--- src/rtl/stat_pin_pkg.sv ---
package stat_pin_pkg;

    typedef enum logic [2:0] {
        ST_IDLE     = 3'd0,
        ST_SELFTEST = 3'd1,
        ST_EXTRACT  = 3'd2,
        ST_RUN      = 3'd3,
        ST_ALERT    = 3'd4,
        ST_FAILED   = 3'd5
    } pin_state_e;

    // Pin level carried in each state.
    function automatic logic level_of(pin_state_e s);
        return (s == ST_SELFTEST) || (s == ST_ALERT) || (s == ST_FAILED);
    endfunction

endpackage

--- src/rtl/span_counter.sv ---
// Counts consecutive enabled cycles; done marks the last one of LIMIT.
module span_counter #(
    parameter int LIMIT = 16
) (
    input  logic clk,
    input  logic rst,
    input  logic en,
    output logic done
);
    localparam int CNT_W = (LIMIT > 2) ? $clog2(LIMIT) : 1;
    localparam logic [CNT_W-1:0] LAST = CNT_W'(LIMIT - 1);

    logic [CNT_W-1:0] cnt_q;

    assign done = en && (cnt_q == LAST);

    always_ff @(posedge clk) begin
        if (rst || !en || done) begin
            cnt_q <= '0;
        end else begin
            cnt_q <= cnt_q + 1'b1;
        end
    end

    // the span counter never rests above its final value
    a_r3_span_bounded: assert property (@(posedge clk) disable iff (rst)
        en |-> (cnt_q <= LAST));

endmodule

--- src/rtl/stall_timer.sv ---
// Counts consecutive no-retire cycles while enabled.
module stall_timer #(
    parameter int LIMIT = 2048
) (
    input  logic clk,
    input  logic rst,
    input  logic en,
    input  logic retire,
    output logic trip
);
    localparam int CNT_W = $clog2(LIMIT);
    localparam logic [CNT_W-1:0] LAST = CNT_W'(LIMIT - 1);

    logic [CNT_W-1:0] cnt_q;

    assign trip = en && !retire && (cnt_q == LAST);

    always_ff @(posedge clk) begin
        if (rst || !en || retire || trip) begin
            cnt_q <= '0;
        end else begin
            cnt_q <= cnt_q + 1'b1;
        end
    end

    a_r7_retire_clears: assert property (@(posedge clk) disable iff (rst)
        (en && retire) |=> (cnt_q == '0));

    a_r7_stall_climbs: assert property (@(posedge clk) disable iff (rst)
        (en && !retire && (cnt_q != LAST)) |=> (cnt_q == $past(cnt_q) + 1'b1));

    a_r8_held_when_off: assert property (@(posedge clk) disable iff (rst)
        !en |=> (cnt_q == '0));

endmodule

--- src/rtl/stat_pin_fsm.sv ---
module stat_pin_fsm
    import stat_pin_pkg::*;
(
    input  logic clk,
    input  logic rst,
    input  logic bist_busy,
    input  logic extract_strobe,
    input  logic bist_pass,
    input  logic win_done,
    input  logic stall_trip,
    input  logic alert_done,
    output logic in_extract,
    output logic in_run,
    output logic in_alert,
    output logic pin_q
);
    pin_state_e state_q;
    pin_state_e state_d;

    always_comb begin
        state_d = state_q;
        unique case (state_q)
            ST_IDLE: begin
                if (extract_strobe)  state_d = ST_EXTRACT;
                else if (bist_busy)  state_d = ST_SELFTEST;
            end
            ST_SELFTEST: begin
                if (extract_strobe)  state_d = ST_EXTRACT;
                else if (!bist_busy) state_d = ST_IDLE;
            end
            ST_EXTRACT: begin
                if (win_done) state_d = bist_pass ? ST_RUN : ST_FAILED;
            end
            ST_RUN: begin
                if (stall_trip) state_d = ST_ALERT;
            end
            ST_ALERT: begin
                if (alert_done) state_d = ST_RUN;
            end
            ST_FAILED: state_d = ST_FAILED;
            default:   state_d = ST_IDLE;
        endcase
    end

    // State register
    always_ff @(posedge clk) begin
        if (rst) state_q <= ST_IDLE;
        else     state_q <= state_d;
    end

    // Registered pin, decoded from the next state so it aligns with state_q
    always_ff @(posedge clk) begin
        if (rst) pin_q <= 1'b0;
        else     pin_q <= level_of(state_d);
    end

    assign in_extract = (state_q == ST_EXTRACT);
    assign in_run     = (state_q == ST_RUN);
    assign in_alert   = (state_q == ST_ALERT);

    a_r1_reset_low: assert property (@(posedge clk)
        rst |=> (!pin_q && state_q == ST_IDLE));

    a_r2_selftest_high: assert property (@(posedge clk) disable iff (rst)
        (state_q == ST_SELFTEST) |-> pin_q);

    a_r3_window_low: assert property (@(posedge clk) disable iff (rst)
        (state_q == ST_EXTRACT) |-> !pin_q);

    a_r3_window_exit: assert property (@(posedge clk) disable iff (rst)
        (state_q == ST_EXTRACT && win_done) |=>
            (state_q == ST_RUN || state_q == ST_FAILED));

    a_r5_fail_sticky: assert property (@(posedge clk) disable iff (rst)
        (state_q == ST_FAILED) |=> (state_q == ST_FAILED && pin_q));

    a_r6_alert_entry: assert property (@(posedge clk) disable iff (rst)
        (state_q == ST_RUN && stall_trip) |=> (state_q == ST_ALERT && pin_q));

    a_r8_alert_holds: assert property (@(posedge clk) disable iff (rst)
        (state_q == ST_ALERT && !alert_done) |=> (state_q == ST_ALERT));

    a_r9_trip_only_in_run: assert property (@(posedge clk) disable iff (rst)
        stall_trip |-> (state_q == ST_RUN));

endmodule

--- src/rtl/stat_pin_ctrl.sv ---
module stat_pin_ctrl #(
    parameter int WINDOW_CYCLES = 16,
    parameter int STALL_CYCLES  = 2048,
    parameter int ALERT_CYCLES  = 3
) (
    input  logic clk,
    input  logic rst,
    input  logic bist_busy,
    input  logic extract_strobe,
    input  logic bist_pass,
    input  logic retire,
    output logic stat_pin
);
    logic win_done;
    logic stall_trip;
    logic alert_done;
    logic in_extract;
    logic in_run;
    logic in_alert;

    stat_pin_fsm u_fsm (
        .clk            (clk),
        .rst            (rst),
        .bist_busy      (bist_busy),
        .extract_strobe (extract_strobe),
        .bist_pass      (bist_pass),
        .win_done       (win_done),
        .stall_trip     (stall_trip),
        .alert_done     (alert_done),
        .in_extract     (in_extract),
        .in_run         (in_run),
        .in_alert       (in_alert),
        .pin_q          (stat_pin)
    );

    span_counter #(.LIMIT(WINDOW_CYCLES)) u_window (
        .clk  (clk),
        .rst  (rst),
        .en   (in_extract),
        .done (win_done)
    );

    span_counter #(.LIMIT(ALERT_CYCLES)) u_alert (
        .clk  (clk),
        .rst  (rst),
        .en   (in_alert),
        .done (alert_done)
    );

    stall_timer #(.LIMIT(STALL_CYCLES)) u_stall (
        .clk    (clk),
        .rst    (rst),
        .en     (in_run),
        .retire (retire),
        .trip   (stall_trip)
    );

endmodule

--- config.mk ---
export PLATFORM = sky130hd
export DESIGN_NAME = stat_pin_ctrl
export DESIGN_NICKNAME = d
export VERILOG_FILES = /design/src/rtl/stat_pin_pkg.sv /design/src/rtl/span_counter.sv /design/src/rtl/stall_timer.sv /design/src/rtl/stat_pin_fsm.sv /design/src/rtl/stat_pin_ctrl.sv
export SDC_FILE = /design/constraint.sdc
export NUM_CORES = 1
export LEC_CHECK = 0
export BUFFER_PORTS_ARGS = -buffer_cell sky130_fd_sc_hd__buf_2
export CAP_MARGIN = 20
export CORE_MARGIN = 2
export CORE_UTILIZATION = 56
export DETAILED_ROUTE_END_ITERATION = 10
export PLACE_DENSITY = 0.75
export SLEW_MARGIN = 20
export SYNTH_ARGS = -nofsm -noshare
export SYNTH_HDL_FRONTEND = slang
export SYNTH_SLANG_ARGS = --single-unit
--- constraint.sdc ---
create_clock -name clk -period 2 [get_ports clk]
set_input_delay 0.1 -clock clk [delete_from_list [all_inputs] [get_ports clk]]
set_output_delay 0.1 -clock clk [all_outputs]
set_load 0.02 [all_outputs]
==> qor.yml, run 1 <==
placement:
  dpl_cell_area_um2: 956
  dpl.hpwl_mm: 1.10
  place_congestion: 0.870
  io_buffers: 6
  post-place-cells: 119
  dpl_worst_slack_ps: 307
clock_network:
  cts_resized: 0
  cts_tree: "built"
  cts.htree.levels: 1
  cts_buffers: 3
  root_buffer: "clkbuf_4"
  postCtsHoldBufs: 0
  clk_pin_slew_ps: 110
  post_cts_buffers: 0
  clock_path_buffers: 2
  clock_latency_ps: 290
  clkSinkCount: 21
layout:
  n_antenna_cell: 0
  final_cell_area_um2: 982
  area_growth_pct: 5.80
  final_nets: 117
  n_fill_cell: 133
  drive_gt1_frac: 0.121
  fin_cells: 123
global_route:
  grt_max_degree: 12
  grt_pass1_vias: 633
  grt_pass1_wl_mm: 2.53
  grt_use_total: 0.177
  antenna_found_initial: 0
  overflow: 0
yosys:
  yosys_warnings: 0
  ys_ff_latch: 21
  synthesis.nets: 108
  synthFlopType: "dfxtp_1"
  synth_top_cell_by_area: "dfxtp_1"
  synth.most_common_cell: "dfxtp_1"
  synth_common_cells: "21 x dfxtp_1, 20 x nor2_1, 8 x xor2_1"
  synth_cells: 99
  synthTopCellsByArea: "dfxtp_1 45%, nor2_1 8.1%, xor2_1 7.5%, ha_1 4.0%, buf_6 2.4%"
  ys_seq_area_frac: 0.453
  yosysTopAreaCellShare: 0.453
  synthDistinctLibCells: 33
  synthArstFlopShare: 0
  synth_area_um2: 928
  synth_enable_flop_cells: 0
  avgSynthCellArea_um2: 9.38
detailed_routing:
  first_pass_iters: 4
  wl_mm: 1.51
  wl_per_cell_um: 12.3
  remaining_drc_errors: 0
  vias: 699
  ant_nets: 0
  vias_per_cell: 5.68
  drt_iter0_markers: 20
worst_hold_path:
  hold_start: "extract_strobe"
  min_to: "u_fsm.pin_q$_SDFF_PP0_"
  hold_depth: 4
  hp-class: "primary input to flip-flop"
sta:
  setup_violations: 0
  fin_worst_skew_ps: 3.64
  slew_headroom: 0.814
  rsz0062_at_grt: "no"
  fmax_mhz: 586
  hold_viol_final: 0
  tightest_slew_ps: 278
  fin_ws_ps: 294
  post-route-min-period_ps: 1710
  tns_ps: 0
  timing.final.max_slew_violations: 0
  fin_crit_sh: 0.853
power_and_ir_drop:
  leakage_uw: 0.000380
  p_total_uw: 662
  power.density_nw_per_um2: 675
  vdd.ir_drop.worst_mv: 0.494
floorplan:
  die_y_um: 44.7
  io_pins: 7
  coreArea_um2: 1520
  fp-row-count: 14
  die_w_um: 44.7
  start_util: 0.609
  die_area_um2: 2000
setup_path:
  end_kind: "flip-flop"
  path_depth: 5
  crit_chain: "ha_1, and4_1, and4_4, or4_4, nor2_1"
  worstReg2RegStart: "u_stall.cnt_q[0]$_SDFF_PP0_"
  critPathMaxStageDelay_ps: 500
  crit_fanout: 11
  cp.required_ps: 2240
  r2r_slack_ps: 290
  startpoint_type: "flip-flop"
  arrival_ps: 1950
  critPathTopFamily: "simple AND/OR/NAND/NOR gates"
  reg2regPathDepth: 5
  worstReg2RegEnd: "u_stall.cnt_q[6]$_SDFF_PP0_"
  critPathSlowestCell: "or4_4"
  critPathBufInv: 0
  setup.worst_path.class: "flip-flop to flip-flop"
outcome:
  status: "finished clean"
flow_run:
  cap_violations: 0
-- cells by family after synthesis --
family          share of synthesized area
buf+inv                            0.0404
simple gates                        0.298
flops                               0.453
compound gates                     0.0741
xor+xnor                           0.0943
fa+ha+maj                          0.0404
-- worst register-to-register path, delay by kind of cell (launching register included) --
kind | cells | cell delay (ps)
DFF | 1 | 340
adders and majority gates | 1 | 250
and+or+nand+nor | 4 | 1060
-- where the power goes --
part	switching, µW	internal, µW
clock	121	77.6
combinational	16.4	17.2
sequential	6.51	424
total	144	518
-- layout make-up --
class,instances,area [µm²],area share
Clock buffer,4,26.3,0.0268
Inverter,4,15.0,0.0153
Multi-Input combinational cell,72,470,0.479
Sequential cell,21,420,0.428
Tap cell,16,20.0,0.0204
Timing Repair Buffer,6,30.0,0.0306
-- placed cells by master, fill, tap and decap left out --
master     n
or4_1      1
inv_1      4
and3_1     1
a21o_1     1
xor2_1     8
and4_4     1
clkbuf_4   3
and2_1     2
nand2_1    3
nor4b_1    2
nand3b_1   1
a211oi_1   1
o22ai_1    1
nand4b_1   1
nor2_1    20
a31oi_1    2
dfxtp_1   21
nor2b_1    2
a22oi_1    1
or3_1      1
nand3_1    3
or3b_2     1
a21oi_1    2
ha_1       3
nand4_1    3
and3b_1    1
buf_2      6
a211o_1    1
clkbuf_1   1
and4_1     2
xnor2_1    2
nand2b_1   2
nor3b_1    1
a21o_2     1
or4_4      1
-- worst max-delay path by stage --
stage,end,startpoint,slack (ps)
finish,u_stall.cnt_q[6]$_SDFF_PP0_,u_stall.cnt_q[0]$_SDFF_PP0_,290
global route,u_stall.cnt_q[9]$_SDFF_PP0_,u_stall.cnt_q[0]$_SDFF_PP0_,210
CTS,u_stall.cnt_q[6]$_SDFF_PP0_,u_stall.cnt_q[0]$_SDFF_PP0_,280
detailed placement,u_stall.cnt_q[6]$_SDFF_PP0_,u_stall.cnt_q[0]$_SDFF_PP0_,310
global placement,u_stall.cnt_q[8]$_SDFF_PP0_,u_stall.cnt_q[0]$_SDFF_PP0_,330
floorplan,u_stall.cnt_q[2]$_SDFF_PP0_,u_stall.cnt_q[0]$_SDFF_PP0_,350
-- routing by layer --
metal | vias to the layer above | global-route usage | wire (µm)
met1 | 321 | 0.221 | 736
met3 | 4 | 0.0240 | 54
li1 | 361 | - | -
met4 | 0 | 0.127 | 35
met5 | - | 0 | 0
met2 | 13 | 0.278 | 682
-- state kept, by name (all words and copies together) (netlist names) --
name,flops
u_window.cnt_q,4
u_fsm.pin_q,1
u_stall.cnt_q,11
u_fsm.state_q,3
u_alert.cnt_q,2
-- stage by stage --
stage          hold WS, ps  utilization
3_5_place_dp           406        0.627
5_1_grt                129        0.644
3_3_place_gp           398        0.627
4_1_cts                120        0.644
2_1_floorplan          280            -
6_report               134        0.644
(Power assumes the default switching activity.)
==> run 2: changes to the inputs <==
--- a/config.mk
+++ b/config.mk
@@ -8,10 +8,11 @@
 export BUFFER_PORTS_ARGS = -buffer_cell sky130_fd_sc_hd__buf_2
 export CAP_MARGIN = 20
 export CORE_MARGIN = 2
-export CORE_UTILIZATION = 56
+export CORE_UTILIZATION = 57
 export DETAILED_ROUTE_END_ITERATION = 10
-export PLACE_DENSITY = 0.75
+export PLACE_DENSITY = 0.76
 export SLEW_MARGIN = 20
 export SYNTH_ARGS = -nofsm -noshare
 export SYNTH_HDL_FRONTEND = slang
+export SYNTH_HIERARCHICAL = 1
 export SYNTH_SLANG_ARGS = --single-unit
==> qor.yml, run 2 <==
outcome:
  status: "finished clean"
sta:
  tns_ps: 0  # unchanged
  slew_headroom: 0.674  # -0.140
  post-route-min-period_ps: 1830  # +129 ps
  fin_worst_skew_ps: 5.52  # +1.87 ps
  tightest_slew_ps: 485  # +207 ps
  hold_viol_final: 0  # unchanged
  rsz0062_at_grt: "no"
  setup_violations: 0  # unchanged
  fmax_mhz: 545  # -7.0%
  timing.final.max_slew_violations: 0  # unchanged
  fin_crit_sh: 0.917  # +0.0644
  fin_ws_ps: 165  # -129 ps
yosys:
  synthArstFlopShare: 0  # unchanged
  synth.most_common_cell: "dfxtp_1"
  synth_cells: 108  # +9.1%
  synthFlopType: "dfxtp_1"
  synth_area_um2: 1020  # +10%
  synth_top_cell_by_area: "dfxtp_1"
  synth_common_cells: "21 x dfxtp_1, 7 x nor2_1"
  yosysTopAreaCellShare: 0.411  # -0.0416
  synth_enable_flop_cells: 0  # unchanged
  synthTopCellsByArea: "dfxtp_1 41%, ha_1 3.7%, a211oi_1 2.9%, o31ai_1 2.9%, or4_1 2.9%"
  synthDistinctLibCells: 37  # +12%
  synthesis.nets: 117  # +8.3%
  ys_seq_area_frac: 0.411  # -0.0416
  yosys_warnings: 6  # +6
  ys_ff_latch: 21  # unchanged
  avgSynthCellArea_um2: 9.47  # +0.93%
worst_hold_path:
  hold_start: "rst"
  hp-class: "primary input to flip-flop"
layout:
  final_common_cell: "dfxtp_1"
  area_growth_pct: 11.3
  fin_cells: 145  # +18%
  largest_reg_flops: 11  # unchanged
  reg_top3: "u_stall/cnt_q (11), u_window/cnt_q (4), u_fsm/state_q (3)"
  regMostFlops: "u_stall/cnt_q"
  final_nets: 130  # +11%
  final_cell_area_um2: 1140  # +16%
  n_fill_cell: 149  # +12%
  mostFrequentLayoutCells: "20 x dfxtp_1, 7 x nor2_1, 6 x buf_2"
  drive_gt1_frac: 0.225  # +0.104
  n_antenna_cell: 0  # unchanged
clock_network:
  post_cts_buffers: 0  # unchanged
  clock_path_buffers: 2  # unchanged
  cts_resized: 0  # unchanged
  clkSinkCount: 21  # unchanged
  root_buffer: "clkbuf_4"
  cts_tree: "built"
  clk_pin_slew_ps: 110  # about the same
  postCtsHoldBufs: 0  # unchanged
  cts.htree.levels: 1  # unchanged
  cts_buffers: 3  # unchanged
  clock_latency_ps: 300  # about the same
setup_path:
  crit_fanout: 3  # -8
  setup.worst_path.class: "flip-flop to flip-flop"
  worstReg2RegStart: "u_stall/cnt_q[1]$_SDFF_PP0_"
  startpoint_type: "flip-flop"
  end_kind: "flip-flop"
  arrival_ps: 2060  # +110 ps
  cp.required_ps: 2230  # about the same
  cp-startpoint: "u_stall/cnt_q[1]$_SDFF_PP0_"
floorplan:
  die_y_um: 46.4  # +3.7%
  coreArea_um2: 1710  # +12%
  fp-row-count: 15  # +1
  start_util: 0.599  # -0.0107
  die_w_um: 46.4  # +3.7%
  io_pins: 7  # unchanged
  die_area_um2: 2150  # +7.4%
global_route:
  grt_pass1_wl_mm: 2.88  # +14%
  grt_pass1_vias: 696  # +10%
  antenna_found_initial: 0  # unchanged
  grt_max_degree: 12  # unchanged
  overflow: 0  # unchanged
  grt_use_total: 0.191  # +0.0144
placement:
  dpl_cell_area_um2: 1090  # +15%
  dpl.hpwl_mm: 1.25  # +14%
  post-place-cells: 141  # +18%
  dpl_worst_slack_ps: 128  # -179 ps
  place_congestion: 0.756  # -13%
  io_buffers: 6  # unchanged
power_and_ir_drop:
  power_frac_comb: 0.063  # +0.012
  power.density_nw_per_um2: 586  # -13%
  vdd.ir_drop.worst_mv: 0.639  # +29%
  leakage_uw: 0.000391  # +2.8%
  p_clk_frac: 0.296  # -0.004
  seqPwrFrac: 0.641  # -0.008
  p_switching_uw: 146  # +1.7%
  switching_share: 0.220  # +0.00226
  internal_power_uw: 520  # +0.36%
detailed_routing:
  drt_iter0_markers: 15  # -25%
  vias_per_cell: 5.74  # +1.1%
  vias: 833  # +19%
  first_pass_iters: 4  # unchanged
  ant_nets: 0  # unchanged
  remaining_drc_errors: 0  # unchanged
  wl_mm: 1.80  # +19%
  wl_per_cell_um: 12.4  # +1.1%
flow_run:
  cap_violations: 0  # unchanged
==> run 2: cell count changes after synthesis, sizes merged, moves of 3 or more <==
cell	delta
nand2	+3
a211oi	+5
o21ai	+3
nor3	+5
xor2	-5
and4	-3
o31ai	+4
a21oi	+3
nor2	-12
==> run 2: layer usage <==
| metal | track usage | share of wire | up-vias |
|---|---|---|---|
| li1 | - | - | 426 |
| met1 | 0.255 | 0.51 | 392 |
| met2 | 0.281 | 0.44 | 13 |
| met3 | 0.0824 | 0.036 | 2 |
| met4 | 0.0514 | 0.0078 | 0 |
| met5 | 0 | 0 | - |
==> run 2: final timing paths <==
check / to / slack [ps] / cells after the start
worst min register to register: u_alert/cnt_q[0]$_SDFF_PP0_ / 430 / 1
worst min-delay path: u_alert/cnt_q[1]$_SDFF_PP0_ / 30 / 2
worst max register to register: u_fsm/pin_q$_SDFF_PP0_ / 170 / 7
worst max-delay path: u_fsm/pin_q$_SDFF_PP0_ / 170 / 7
==> run 2: cell families (layout without fill, tap and decap cells) <==
logic type / after synthesis / count (layout) / synth area share
and+or+nand+nor: 49 / 49 / 0.313
AOI/OAI and AO/OA: 22 / 22 / 0.152
DFF: 21 / 21 / 0.411
buffers and inverters: 8 / 20 / 0.0441
xor gates and xnor gates: 5 / 5 / 0.0428
adders and majority gates: 3 / 3 / 0.0367
==> run 2: stage by stage <==
stage	total power, µW	hold slack, ps	utilization
finish	667	31.2	0.666
global placement	478	355	0.641
global route	705	18.5	0.666
CTS	677	28.2	0.656
floorplan	468	177	-
detailed placement	479	353	0.641
==> run 2: layout make-up <==
class	count	area (µm²)	share of cell area
flip-flops and latches	21	422	0.371
inverters	5	18.8	0.0165
repair buffers	11	67.6	0.0594
multi-input cells	79	572	0.503
well taps	25	31.3	0.0275
clock buffers	4	26.3	0.0231
==> run 2: worst max-delay path: stages (launching register included) <==
cell      delay [ps]
dfxtp_1          380
ha_1             220
nand3_2          120
nor4_4           320
and4bb_1         240
a21oi_1          160
o21ai_1          120
a211oi_2         210
==> run 2: power by group through the flow <==
stage / combinational [µW] / clock (µW) / sequential [µW]
3_5_place_dp: 41.9 / 0 / 437
5_1_grt: 47.1 / 229 / 429
4_1_cts: 42.2 / 207 / 428
3_3_place_gp: 40.8 / 0 / 437
2_1_floorplan: 30.3 / 0 / 437
6_report: 42.2 / 197 / 428
